## src/rtl/sd_reset_seq.sv

```systemverilog
module sd_reset_seq #(
  parameter int HALF_DIV   = 2,
  parameter int POLL_LIMIT = 8
) (
  input  logic       clk,
  input  logic       rst_n,
  input  logic       start,
  input  logic       miso,
  output logic       sclk,
  output logic       mosi,
  output logic       cs_n,
  output logic       busy,
  output logic       done,
  output logic       error,
  output logic [7:0] resp
);
  localparam int CW = (HALF_DIV > 1) ? $clog2(HALF_DIV) : 1;
  localparam int PW = $clog2(POLL_LIMIT + 1);

  typedef enum logic [2:0] {S_IDLE, S_READY, S_CMD, S_POLL, S_TAIL} st_t;

  st_t           st;
  logic [CW-1:0] div;
  logic [2:0]    bitn, idx;
  logic [PW-1:0] pcnt;
  logic [7:0]    tx, rx;
  logic          ok;

  function automatic logic [7:0] frame(input logic [2:0] i);
    case (i)
      3'd0:    frame = 8'h40;
      3'd5:    frame = 8'h95;
      default: frame = 8'h00;
    endcase
  endfunction

  wire tick = (div == CW'(HALF_DIV - 1));

  assign busy = (st != S_IDLE);
  assign mosi = tx[7];

  always_ff @(posedge clk or negedge rst_n) begin
    if (!rst_n) begin
      st <= S_IDLE; div <= '0; bitn <= '0; idx <= '0; pcnt <= '0;
      tx <= 8'hFF; rx <= 8'hFF; ok <= 1'b0; sclk <= 1'b0; cs_n <= 1'b1;
      done <= 1'b0; error <= 1'b0; resp <= 8'h00;
    end else begin
      done  <= 1'b0;
      error <= 1'b0;
      if (st == S_IDLE) begin
        if (start) begin
          st <= S_READY; cs_n <= 1'b0; tx <= 8'hFF;
          bitn <= '0; div <= '0; sclk <= 1'b0;
        end
      end else begin
        div <= tick ? '0 : div + 1'b1;
        if (tick) begin
          if (!sclk) begin
            sclk <= 1'b1;
            rx   <= {rx[6:0], miso};
          end else begin
            sclk <= 1'b0;
            if (bitn != 3'd7) begin
              bitn <= bitn + 1'b1;
              tx   <= {tx[6:0], 1'b1};
            end else begin
              bitn <= '0;
              case (st)
                S_READY: begin
                  st <= S_CMD; idx <= '0; tx <= frame(3'd0);
                end
                S_CMD: begin
                  if (idx == 3'd5) begin
                    st <= S_POLL; pcnt <= '0; tx <= 8'hFF;
                  end else begin
                    idx <= idx + 1'b1; tx <= frame(idx + 1'b1);
                  end
                end
                S_POLL: begin
                  tx   <= 8'hFF;
                  resp <= rx;
                  if (!rx[7]) begin
                    ok <= 1'b1; st <= S_TAIL; cs_n <= 1'b1;
                  end else if (pcnt == PW'(POLL_LIMIT - 1)) begin
                    ok <= 1'b0; st <= S_TAIL; cs_n <= 1'b1;
                  end else begin
                    pcnt <= pcnt + 1'b1;
                  end
                end
                default: begin
                  st <= S_IDLE; tx <= 8'hFF;
                  done <= ok; error <= ~ok;
                end
              endcase
            end
          end
        end
      end
    end
  end
endmodule


```

## config.mk

```make
export PLATFORM = sky130hd
export DESIGN_NAME = sd_reset_seq
export DESIGN_NICKNAME = d
export VERILOG_FILES = /design/src/rtl/sd_reset_seq.sv
export SDC_FILE = /design/constraint.sdc
export NUM_CORES = 1
export LEC_CHECK = 0
export BUFFER_PORTS_ARGS = -buffer_cell sky130_fd_sc_hd__buf_4
export CAP_MARGIN = 40
export CORE_MARGIN = 2
export CORE_UTILIZATION = 28
export DETAILED_ROUTE_END_ITERATION = 10
export PLACE_DENSITY = 0.55
export SYNTH_ARGS = -nofsm -noshare
export SYNTH_HDL_FRONTEND = slang
export SYNTH_SLANG_ARGS = --single-unit
```

## constraint.sdc

```tcl
create_clock -name clk -period 2.65 [get_ports clk]
set_input_delay 0.265 -clock clk [delete_from_list [all_inputs] [get_ports clk]]
set_output_delay 0.265 -clock clk [all_outputs]
set_load 0.05 [all_outputs]
```

==> flow_summary.yaml, run 1 <==
setup_path:
  worstPathArrival_ps: 2340
  crit_type: "flip-flop to flip-flop"
  cp-end-kind: "flip-flop"
  worstPathCellList: "ha_1, ha_1, and3b_1, nand3_1, mux2_1"
  crit_slowest_cell: "mux2_1"
  max_stage_delay_ps: 470
  cp_max_fo: 12
  worstPathRequired_ps: 2830
  cp.buffers_inverters: 0
  cp_top_family: "simple AND/OR/NAND/NOR gates"
  start_kind: "flip-flop"
  cpMostUsedCell: "ha_1"
sta:
  finalClockSkew_ps: 5.11
  grt_setup_unrepaired: "no"
  timing.final.ws_setup_ps: 487
  relSlewSlack_pct: 64.3
  fmax_ghz: 0.462
  slew_viol_final: 0
  hold_violations: 0
  fin_setup_tns_ps: 0
  period_needed_ps: 2160
  fin_crit_sh_pct: 81.6
  tightest_slew_ps: 535
  setup_viol: 0
logic_synthesis:
  yosys-top-cells-area: "dfrtp_1 (31%), dfstp_2 (21%), mux2_2 (5.9%)"
  synth_warnings: 0
  synth-edff-count: 0
  synthArstFlopShare_pct: 100
  yosysMostFrequentCell: "dfrtp_1"
  synth.distinct_cells: 46
  synthFlopType: "dfrtp_1"
  synth-seq-cells: 43
  syn-num-nets: 188
  syn_inst: 177
  syn_area_per_cell_um2: 11.8
  synthesis.area_um2: 2080
  yosysTopAreaCell: "dfrtp_1"
  synth_top_area_share_pct: 31.3
  yosys-top-cells-count: "dfrtp_1 (26), dfstp_2 (17), nand2_1 (16)"
  ys_seq_area_share_pct: 52.7
drt:
  dr.pass1.iters: 4
  vias_per_cell: 4.62
  drt_wl_total_um: 3830
  wire_per_inst_um: 12.9
  num_vias: 1371
  wl_met1_um: 1850
  drt_iter0_markers: 65
  dr_wl_met2_um: 1810
  drc_errors: 0
  topRoutingLayerUsed: "met4"
  ant_nets: 0
  wl_met3_um: 110
clocking:
  cts_sinks: 43
  clk_path_buf_depth: 2
  clkTransAtPathRegs_ps: 80
  cts_tree: "done"
  cts_buffers: 5
  postCtsSetupRepairBufs: 0
  root_buffer: "clkbuf_8"
  h-tree-depth: 2
  post_cts_resized: 0
  insertion_delay_ps: 290
layout:
  fill_cells: 748
  syn2layout_area_growth_pct: 16.8
  fin_cells: 297
  drive_above_1_share_pct: 31.3
  seq_area_um2: 1100
  multi_input_area_um2: 923
  diodes: 0
  final_nets: 208
global_route:
  grt_max_degree: 44
  grt_pass1_vias: 1348
  antenna_found_initial: 0
  grt_pass1_wl_um: 6600
  grtUsageTotal_pct: 9.98
  overflow: 0
placed_design:
  pre_cts_ws_ps: 472
  portBuffers: 17
  numPlacedInstances: 288
  dp_hpwl_um: 2640
  gp_congestion: 0.688
floorplanning:
  core_region_area_um2: 7210
  io_pins: 18
  initial_core_util_pct: 28.9
  rows: 31
  die_w_um: 90.2
  die-area_um2: 8140
  die_h_um: 90.2
worst_hold_path:
  hold_path.class: "primary input to flip-flop"
power:
  vdd_ir_drop_max_mv: 0.396
  p_total_uw: 2100
  power.density_nw_per_um2: 864
  p_leak_uw: 0.00107
run_status:
  status: "complete, no violations"
run:
  maxCapViolCount: 0
==> kinds of logic (layout without fill, tap and decap cells) <==
kind of cell,after synthesis,after routing,synth area share (%)
flip-flops,43,43,52.7
AO/OA/AOI/OAI,39,39,13.6
multiplexers,22,22,11.7
buffers and inverters,13,34,2.94
AND/OR/NAND/NOR,53,53,14.8
adder cells (fa/ha/maj),7,7,4.21
==> power breakdown <==
part	internal, µW	leakage [µW]	switching, µW
registers	853	0.000535	129
logic	263	0.000479	346
clock network	281	0.0000581	231
total	1400	0.00107	706
==> layout make-up <==
type | instances | share of cell area [%]
Sequential cell | 43 | 45.1
Multi-Input combinational cell | 121 | 38.0
Timing Repair Buffer | 20 | 6.28
Tap cell | 99 | 5.09
Clock buffer | 5 | 2.83
Clock inverter | 3 | 1.80
Inverter | 6 | 0.926
==> path summary, 6_finish.rpt <==
check / startpoint / endpoint / slack [ps] / depth (start not counted)
max in group asynchronous: rst_n / tx[3] / 1770 / 2
setup reg to reg: bitn[0] / resp[5] / 490 / 5
setup / recovery: bitn[0] / resp[5] / 490 / 5
hold / removal: miso / rx[0] / 200 / 2
min in group asynchronous: rst_n / idx[0] / 490 / 2
hold reg to reg: ok / error / 450 / 1
==> stage by stage <==
stage	utilization, %	hold slack, ps	cell area [µm²]
2_1_floorplan	-	-30.6	2080
3_3_place_gp	32.0	297	2310
3_5_place_dp	32.0	294	2310
4_1_cts	33.7	191	2430
5_1_grt	33.7	195	2430
6_report	33.7	197	2430
==> flip-flops by register name (all words and copies together) (netlist names) <==
signal	flops
bitn	3
st	3
idx	3
ok	1
sclk	1
cs_n	1
error	1
div	1
pcnt	4
tx	8
done	1
resp	8
rx	8
==> worst reg2reg max path, cell delays in order (launching register included) <==
cell and delay (ps):
dfrtp_1 380, ha_1 180, ha_1 380, and3b_1 240
nand3_1 400, mux2_1 470
==> metal layers <==
metal  up-vias  GRT usage (%)
met3         5           2.51
met4         0           3.46
li1        680              -
met5         -              0
met2        16           15.7
met1       670           13.4
==> what timing repair did <==
action | 4_1_cts | 5_1_grt
hold endpoints to repair | 26 | 0
hold buffers | 1 | 0
setup endpoints to repair | 0 | 0
==> placed cells by master (no fill, tap or decap), types with 2 or more instances in the layout <==
cell / n
dfrtp_1: 26
buf_4: 19
dfstp_2: 17
nand2_1: 16
mux2_2: 11
o21ai_0: 8
nand3_1: 7
mux2_1: 7
ha_1: 7
inv_1: 5
nor2_1: 5
nor2b_1: 5
a21oi_1: 5
o21ai_1: 5
clkbuf_8: 5
mux2i_1: 4
nand2b_1: 3
a21o_1: 3
a211o_1: 3
o32a_1: 3
and3_1: 3
and2_1: 2
nand3b_1: 2
o211ai_1: 2
Note: power is estimated with default switching activity, not from simulation.
==> run 2: changes to the inputs <==
Settings changed: ABC_AREA from default to 1, PLACE_DENSITY 0.55 to 0.54.
Clock period 2.65 ns to 2.2 ns, I/O delays scaled along.
==> run 2 against run 1 <==
Effect of this change:
- sequential share of layout area decreased by 0.93 points
- die area increased by 3.0%
- global-route usage increased by 0.85 points
- critical endpoint is now bitn[0]
- clock-buffer cell count increased by 1
- setup slack improved by 63 ps
- synthesized area increased by 3.1%
- wire length increased by 0.63%
- clock power increased by 5.5%
- first-iteration DRC count unchanged
- cell area increased by 2.1%
- sequential power increased by 21%
- total power increased by 31%
==> flow_summary.yaml, run 2 <==
power:
  power.density_nw_per_um2: 1110
  p_leak_uw: 0.00125
  vdd_ir_drop_max_mv: 0.508
logic_synthesis:
  synth.area.mux_share_pct: 0
  synth-compound-area-share_pct: 8.57
  syn_area_per_cell_um2: 8.52
  yosys.area_share.simple_pct: 28.5
  synthFlopType: "dfrtp_1"
  yosys-top-cells-count: "nand2_1 (93), inv_1 (34), dfrtp_1 (26)"
  synthArstFlopShare_pct: 100
  synth_warnings: 0
  yosys-top-cells-area: "dfrtp_1 (30%), dfstp_2 (21%), nand2_1 (16%)"
  syn-num-nets: 263
  syn_inst: 252
  yosysMostFrequentCell: "nand2_1"
  ys_seq_area_share_pct: 51.1
  synth_xor_area_share_pct: 0.408
  synth.distinct_cells: 25
  yosysTopAreaCell: "dfrtp_1"
  synth-seq-cells: 43
  synth_fa_ha_area_share_pct: 4.08
  synth_top_family_by_area: "simple AND/OR/NAND/NOR gates"
  synthesis.area_um2: 2150
  synth-edff-count: 0
  synth_top_area_share_pct: 30.3
sta:
  fin_crit_sh_pct: 75.0
  grt_setup_unrepaired: "no"
  fin_setup_tns_ps: 0
  timing.final.ws_setup_ps: 549
  tightest_slew_ps: 538
  finalClockSkew_ps: 9.03
  relSlewSlack_pct: 64.2
  period_needed_ps: 1650
  fmax_ghz: 0.606
  hold_slack_ps: 166
  setup_viol: 0
  slew_viol_final: 0
  hold_violations: 0
clocking:
  h-tree-depth: 2
  post_cts_resized: 0
  holdBufCountCts: 1
  cts_sinks: 43
  root_buffer: "clkbuf_8"
  postCtsSetupRepairBufs: 0
  cts_tree: "done"
  clk_path_buf_depth: 2
  clkTransAtPathRegs_ps: 90
  cts_buffers: 5
  insertion_delay_ps: 300
layout:
  diodes: 0
  multi_input_area_um2: 892
  final_common_cell: "nand2_1"
  drive_above_1_share_pct: 21.8
  reg.largest.list: "resp: 8 flops, rx: 8 flops, tx: 8 flops"
  final_cell_mix: "nand2_1 (93), inv_1 (34), dfrtp_1 (26)"
  seq_area_um2: 1100
  final_nets: 285
  syn2layout_area_growth_pct: 15.7
  finish.utilization_pct: 33.9
  fill_cells: 773
  fin_cells: 374
drt:
  ant_nets: 0
  drc_errors: 0
  drt_wl_total_um: 3860
  drt_iter0_markers: 65
  wire_per_inst_um: 10.3
  num_vias: 1563
  dr.pass1.iters: 4
  vias_per_cell: 4.18
placed_design:
  portBuffers: 17
  gp_congestion: 0.797
  dp_hpwl_um: 2850
  numPlacedInstances: 365
  pre_cts_ws_ps: 550
setup_path:
  worstPathRequired_ps: 2390
  r2r_start: "st[2]"
  cp-end-kind: "flip-flop"
  crit_type: "flip-flop to flip-flop"
  endpoint: "bitn[0]"
  reg2regPathDepth: 6
  start_kind: "flip-flop"
  crit_start: "st[2]"
  reg2reg_slack_ps: 550
  r2r-end: "bitn[0]"
  cp_max_fo: 13
  worstPathArrival_ps: 1850
global_route:
  grtUsageTotal_pct: 10.8
  overflow: 0
  grt_pass1_vias: 1547
  grt_max_degree: 44
  grt_pass1_wl_um: 7270
  antenna_found_initial: 0
floorplanning:
  io_pins: 18
  initial_core_util_pct: 29.3
  die_w_um: 91.6
  die-area_um2: 8380
  core_region_area_um2: 7330
  rows: 31
  die_h_um: 91.6
worst_hold_path:
  hold_path.class: "primary input to flip-flop"
run_status:
  status: "complete, no violations"
run:
  maxCapViolCount: 0
run 2: changes by cell type in the layout (fill, tap and decap cells not counted), moves of 6 or more:
cell / delta
nand2_1: +77
o21ai_0: +10
o21ai_2: +9
mux2_1: -7
nand3_1: +6
mux2_2: -11
inv_1: +29
nor2_1: +6
run 2: power breakdown:
part | total (µW) | internal, µW | switching (µW)
logic | 1020 | 300 | 724
clock network | 540 | 256 | 284
registers | 1190 | 1070 | 123
run 2: through the flow:
stage               instance area [µm²]  total power [µW]
global route                       2480              3030
detailed placement                 2370              2240
global placement                   2370              2220
floorplan                          2150              2010
CTS                                2480              2800
finish                             2480              2750
run 2: per-layer routing:
| metal | GRT usage, % | vias to the layer above | part of all wire (%) |
|---|---|---|---|
| met4 | 4.55 | 0 | 2.1 |
| met1 | 14.4 | 710 | 53 |
| met3 | 3.32 | 7 | 3.0 |
| met5 | 0 | - | 0 |
| li1 | - | 830 | - |
| met2 | 16.2 | 16 | 42 |
run 2: worst min-delay path by stage:
stage                     startpoint      end  slack [ps]  depth (start not counted)
after floorplan                rst_n  bitn[0]         -80                          0
after global placement         rst_n  bitn[0]         260                          1
after detailed placement       rst_n  bitn[0]         250                          1
after CTS                       miso    rx[0]         160                          3
after global routing            miso    rx[0]         200                          3
final                           miso    rx[0]         170                          3
run 2: worst max-delay path, cell delays in order (launching register included):
cell and delay [ps]:
dfrtp_1 480, nor2_4 240, nand3_1 150, nand2_1 340, inv_1 170, nand2_1 110, nand2_1 50
run 2: cells by family (layout without fill, tap and decap cells):
kind of cell / after synthesis / count (layout)
buffers and inverters: 38 / 61
flip-flops: 43 / 43
AND/OR/NAND/NOR: 133 / 133
adder cells (fa/ha/maj): 7 / 7
XOR/XNOR: 1 / 1
AO/OA/AOI/OAI: 30 / 30
run 2: layout make-up:
class	count	area share (%)
Tap cell	99	4.99
Multi-Input combinational cell	171	35.9
Clock buffer	6	3.32
Sequential cell	43	44.2
Inverter	35	5.39
Clock inverter	2	0.655
Timing Repair Buffer	18	5.54
